==> src/rtl/dsp_alu16.sv <==
module dsp_alu16 #(
  parameter int W = 16
) (
  input  logic         clk,
  input  logic         rst_n,
  input  logic         bank_sel,
  input  logic         sat_en,
  input  logic         wr_en,
  input  logic [2:0]   wr_sel,
  input  logic [W-1:0] wr_data,
  input  logic         op_valid,
  input  logic [3:0]   opcode,
  input  logic [1:0]   x_src,
  input  logic [1:0]   y_src,
  input  logic         dest,
  input  logic [W-1:0] rbus,
  input  logic [2:0]   rd_sel,
  output logic [W-1:0] rd_data,
  output logic [W-1:0] r_out,
  output logic [5:0]   status
);
  localparam int NREG = 6;
  localparam int IX0 = 0, IX1 = 1, IY0 = 2, IY1 = 3, IFB = 4, IRS = 5;
  localparam logic [W-1:0] MAXP = {1'b0, {(W-1){1'b1}}};
  localparam logic [W-1:0] MAXN = {1'b1, {(W-1){1'b0}}};

  logic [W-1:0] rf [2][NREG];
  logic [W-1:0] xv, yv, a, b, res, wval;
  logic [W:0]   sum;
  logic         cin, arith, ovf, sflag, op_ok;

  assign xv = (x_src == 2'd0) ? rf[bank_sel][IX0] :
              (x_src == 2'd1) ? rf[bank_sel][IX1] : rbus;
  assign yv = (y_src == 2'd0) ? rf[bank_sel][IY0] :
              (y_src == 2'd1) ? rf[bank_sel][IY1] : rf[bank_sel][IFB];

  always_comb begin
    a = xv; b = yv; cin = 1'b0; arith = 1'b1;
    case (opcode)
      4'd1: cin = status[3];
      4'd2: begin b = ~yv; cin = 1'b1; end
      4'd3: begin b = ~yv; cin = status[3]; end
      4'd4: begin a = '0; b = ~xv; cin = 1'b1; end
      4'd5: begin b = '0; cin = 1'b1; end
      4'd6: b = '1;
      4'd7: if (xv[W-1]) begin a = '0; b = ~xv; cin = 1'b1; end
            else b = '0;
      4'd0: ;
      default: arith = 1'b0;
    endcase
  end

  assign sum = {1'b0, a} + {1'b0, b} + {{W{1'b0}}, cin};
  assign ovf = arith && (a[W-1] == b[W-1]) && (sum[W-1] != a[W-1]);
  assign sflag = (opcode == 4'd7) && xv[W-1];
  assign op_ok = op_valid && (opcode < 4'd12);

  always_comb begin
    case (opcode)
      4'd8:    res = xv & yv;
      4'd9:    res = xv | yv;
      4'd10:   res = xv ^ yv;
      4'd11:   res = ~xv;
      default: res = sum[W-1:0];
    endcase
  end

  assign wval = (sat_en && ovf && !dest) ? (a[W-1] ? MAXN : MAXP) : res;

  always_ff @(posedge clk or negedge rst_n) begin
    if (!rst_n) begin
      for (int k = 0; k < 2; k++)
        for (int i = 0; i < NREG; i++) rf[k][i] <= '0;
      status <= '0;
    end else begin
      for (int i = 0; i < NREG; i++)
        if (wr_en && wr_sel == i[2:0]) rf[bank_sel][i] <= wr_data;
      if (op_ok) begin
        if (dest) rf[bank_sel][IFB] <= wval;
        else      rf[bank_sel][IRS] <= wval;
        status <= {status[5], sflag, arith && sum[W], ovf, res[W-1], res == '0};
      end
    end
  end

  always_comb begin
    case (rd_sel)
      3'd0: rd_data = rf[bank_sel][IX0];
      3'd1: rd_data = rf[bank_sel][IX1];
      3'd2: rd_data = rf[bank_sel][IY0];
      3'd3: rd_data = rf[bank_sel][IY1];
      3'd4: rd_data = rf[bank_sel][IFB];
      3'd5: rd_data = rf[bank_sel][IRS];
      default: rd_data = '0;
    endcase
  end
  assign r_out = rf[bank_sel][IRS];


  sat_clamp_chk: assert property (@(posedge clk) disable iff (!rst_n)
    op_ok && sat_en && !dest && ovf |=>
      (bank_sel != $past(bank_sel)) || r_out == MAXP || r_out == MAXN);

  idle_status_chk: assert property (@(posedge clk) disable iff (!rst_n)
    !op_ok |=> $stable(status));

  sign_clear_chk: assert property (@(posedge clk) disable iff (!rst_n)
    op_ok && opcode != 4'd7 |=> !status[4]);

  quot_hold_chk: assert property (@(posedge clk) disable iff (!rst_n)
    1'b1 |=> $stable(status[5]));

  logic_flags_chk: assert property (@(posedge clk) disable iff (!rst_n)
    op_ok && opcode >= 4'd8 |=> !status[2] && !status[3]);

  neg_flag_chk: assert property (@(posedge clk) disable iff (!rst_n)
    op_ok |=> status[1] == $past(res[W-1]));
endmodule

==> config.mk <==
export PLATFORM = sky130hd
export DESIGN_NAME = dsp_alu16
export DESIGN_NICKNAME = d
export VERILOG_FILES = /design/src/rtl/dsp_alu16.sv
export SDC_FILE = /design/constraint.sdc
export NUM_CORES = 1
export LEC_CHECK = 0
export ABC_AREA = 1
export ABC_CLOCK_PERIOD_IN_PS = 3700
export CORE_MARGIN = 2
export CORE_UTILIZATION = 55
export CTS_CLUSTER_SIZE = 30
export DETAILED_ROUTE_END_ITERATION = 10
export GPL_TIMING_DRIVEN = 0
export PLACE_DENSITY_LB_ADDON = 0.15
export SYNTH_ARGS = -nofsm -noshare
export SYNTH_HDL_FRONTEND = slang
export SYNTH_SLANG_ARGS = --single-unit
==> constraint.sdc <==
create_clock -name clk -period 3.7 [get_ports clk]
set_input_delay 1.11 -clock clk [delete_from_list [all_inputs] [get_ports clk]]
set_output_delay 1.11 -clock clk [all_outputs]
set_load 0.1 [all_outputs]
==> summary.txt <==
Clock tree
  – Clk_lat worst skew: 0.46 ns
  – Clock buffer count from CTS: 17
  – CTS tree: done
  – Clk buf depth: 2
  – Clock root cell: clkbuf_16
  – Reg clk slew, reported paths: 0.09 ns
  – H-tree Lvls: 4
  – CTS Hold Bufs: 0
  – CTS Sinks: 197

Finish
  – Layout cells sized above 1: 28.5%
  – Register cell area after layout: 4930 sq um
  – Synth-to-layout area growth: 40.0%
  – # nets final: 2,247
  – Area of the multi-input gates: 8980 sq um
  – Layout fillers: 1,706

STA
  – Worst-Margin Slew: 0.990 ns
  – Setup TNS Final: -21.34 ns
  – Fmax: 0.246 GHz
  – Setup-failing EPs final: 84
  – Final Cycle Share: 110%
  – Hold Worst Slack: 0.488 ns
  – Endpoints failing hold: 0
  – Post-route worst setup slack: -0.366 ns
  – Fin crit period: 4.07 ns
  – Slew HR: 33.8%
  – Slew Viols, Final: 0
  – Unrepaired setup endpoints after global routing: true
  – Final setup skew: 0.0164 ns

Placement
  – Worst slack, placed: -2.40 ns
  – Number of port buffers: 86
  – HPWL after detailed placement: 40,100 um
  – GPL Wtd Cong: 1.10

Floorplan
  – Die X: 159 um
  – I/O pin total: 91
  – Die area: 25,400 sq um
  – Initial core utilization: 56.2%
  – Die H: 159 um
  – Core area: 23,600 sq um
  – Site Rows: 56

Worst setup path
  – Critical Path Sink Type: flop
  – Crit Path Category: in -> reg
  – Crit Path Max Fanout: 5
  – Worst r2r path cells: 25
  – Worst Setup EP: rf[30]$_DFF_PN0_
  – Critical-path top delay cell: fa_2
  – R2r endpoint: rf[30]$_DFF_PN0_
  – CP cell instances: buf_12 -> buf_12 -> buf_12 -> buf_12 -> mux2i_4 -> nor2_4 -> nor3_4 -> inv_2 -> o221ai_2 -> nand2_1 -> fa_2 -> fa_2 -> inv_2 -> buf_4 -> nand2_2 -> nand3_2 -> nand2_2 -> nand3_2 -> nand2_2 -> a21oi_4 -> nand2b_4 -> nand2_2 -> nand2_1 -> nand2_1
  – Worst EP arrival: 4.41 ns
  – R2R setup slack: 0.18 ns
  – Critical path buffers and inverters: 7
  – Critical Path Source Type: input port
  – CP Depth: 24
  – Setup crit start: bank_sel
  – WP data required: 4.04 ns
  – Critical path's top delay family: simple AND/OR/NAND/NOR gates
  – Largest stage delay on the critical path: 0.38 ns

Routing
  – Routed WL: 58,900 um
  – Drt wl/cell: 23.8 um
  – Initial DRT Pass Iterations: 8
  – Via count: 15.7k
  – Final ANT Viol Nets: 0
  – Residual DRC: 0
  – Initial DRC count: 2,756
  – Via/cell ratio: 6.32

GRT
  – Vias in the first global route: 14.4k
  – Largest net degree at the start of global routing: 116
  – Total track usage: 44.5%
  – Grt ovf: 0
  – Initial antenna violation count: 0
  – First-pass GRT wire length: 85,700 um

Synth
  – Count of cell types in the netlist: 50
  – Synth async-reset ratio: 100%
  – Avg Cell Area, Syn: 6.91 sq um
  – Post-synthesis register bit count: 197
  – Post-synth EDFFs: 0
  – Top_reg_cell synth: dfrtp_1
  – Synth Warn #: 0
  – Syn_nets: 2,023
  – Sequential area share after synthesis: 37.1%
  – Post-Syn Instances: 1,921
  – Synthesized area: 13,300 sq um

Run
  – Max cap viols: 0

Worst hold path
  – Worst Hold Class: reg -> reg

Outcome
  – Outcome: complete, but fails checks
  – Failing checks: setup timing

Power
  – Peak VDD IR: 0.408 mV
  – Pwr dens: 526 nW/um^2
  – Lkg Pwr: 0.00884 uW
  – Tot Pwr: 9780 uW
[layout make-up]
class / count / share of cell area (%)
Clock buffer: 18 / 2.36
Timing Repair inverter: 1 / 0.0269
Inverter: 216 / 4.50
Antenna cell: 1 / 0.0135
Multi-Input combinational cell: 1411 / 48.3
Clock inverter: 14 / 1.01
Timing Repair Buffer: 207 / 11.0
Buffer: 94 / 4.13
Tap cell: 319 / 2.15
Sequential cell: 197 / 26.5
[logic make-up (layout without fill, tap and decap cells)]
| group | count (synthesis) | count (layout) | synth area share [%] |
|---|---|---|---|
| muxes | 14 | 14 | 1.06 |
| xor gates and xnor gates | 1 | 1 | 0.0660 |
| and+or+nand+nor | 896 | 896 | 27.8 |
| DFF | 197 | 197 | 37.1 |
| other | 1 | 2 | 0.0282 |
| buffers and inverters | 313 | 550 | 9.77 |
| adders and majority gates | 49 | 49 | 4.73 |
| AOI/OAI and AO/OA | 450 | 450 | 19.4 |
[where the power goes]
| group | leakage [uW] | switching [uW] | total (uW) | internal (uW) |
|---|---|---|---|---|
| Clock | 0.000303 | 1070 | 2020 | 958 |
| Combinational | 0.00608 | 3120 | 4780 | 1660 |
| Sequential | 0.00246 | 326 | 2980 | 2650 |
[stage by stage]
stage / std cells / instance area [sq um] / utilization, %
4_1_cts: 2444 / 17600 / 74.5
6_report: 2478 / 18600 / 78.7
3_3_place_gp: 2326 / 15100 / 64.0
3_5_place_dp: 2327 / 15100 / 64.1
5_1_grt: 2477 / 18600 / 78.7
2_1_floorplan: 1921 / 13900 / -
[how the worst min path moves through the flow]
stage,endpoint,cells past startpoint,startpoint,slack [ns]
2_1_floorplan,flop,2,flop,0.45
3_3_place_gp,flop,2,flop,0.46
3_5_place_dp,flop,2,flop,0.47
4_1_cts,flop,2,flop,0.49
5_1_grt,flop,2,flop,0.51
6_report,status[0]$_DFFE_PN0P_,2,status[0]$_DFFE_PN0P_,0.49
[cells in the mapped netlist (all sizes together), types with 2 or more instances]
cell type | instances | area, sq um
nand2 | 666 | 2510
o21ai | 269 | 1360
inv | 213 | 802
dfrtp | 197 | 4930
nor2 | 131 | 552
nand3 | 62 | 350
clkbuf | 50 | 188
buf | 47 | 297
ha | 47 | 588
a21oi | 46 | 241
a22oi | 33 | 248
o22ai | 31 | 194
o211ai | 19 | 143
a31oi | 18 | 113
mux2i | 14 | 140
nor3 | 14 | 106
nand4 | 13 | 103
o221ai | 10 | 87.6
a211oi | 9 | 67.6
o2111ai | 6 | 52.6
a221oi | 4 | 35.0
and2 | 4 | 25.0
a22o | 3 | 26.3
clkinv | 3 | 11.3
or2 | 3 | 18.8
fa | 2 | 40.0
[cell usage in the layout (no fill, tap or decap), types with 31 or more instances in the layout]
cell type and n:
nand2_1 575, dfrtp_1 197, o21ai_0 185, inv_1 162, buf_4 103, nor2_1 94
nand2_2 55, inv_2 47, clkdlybuf4s50_1 44, clkbuf_1 39, o21ai_2 38, ha_1 38
nand3_1 33, nand2_4 31
[per-layer routing]
metal	routed length, um	global-route usage, %	share of wire [%]
met1	21100	58.0	36
met2	25300	66.7	43
met3	8400	12.5	14
met4	4180	25.1	7.1
met5	0	1.33	0
[worst min-delay path, stage by stage (launching register included)]
cell     delay [ns]
dfrtp_1        0.35
nand2_1        0.05
nand2_1        0.05
[timing repair]
action                     CTS  global route
gates cloned                 5             1
pin swaps                   91            50
buffers inserted            80            39
resized for setup          496           182
setup endpoints to repair  100            87
Power figures use the tool's default switching activity.
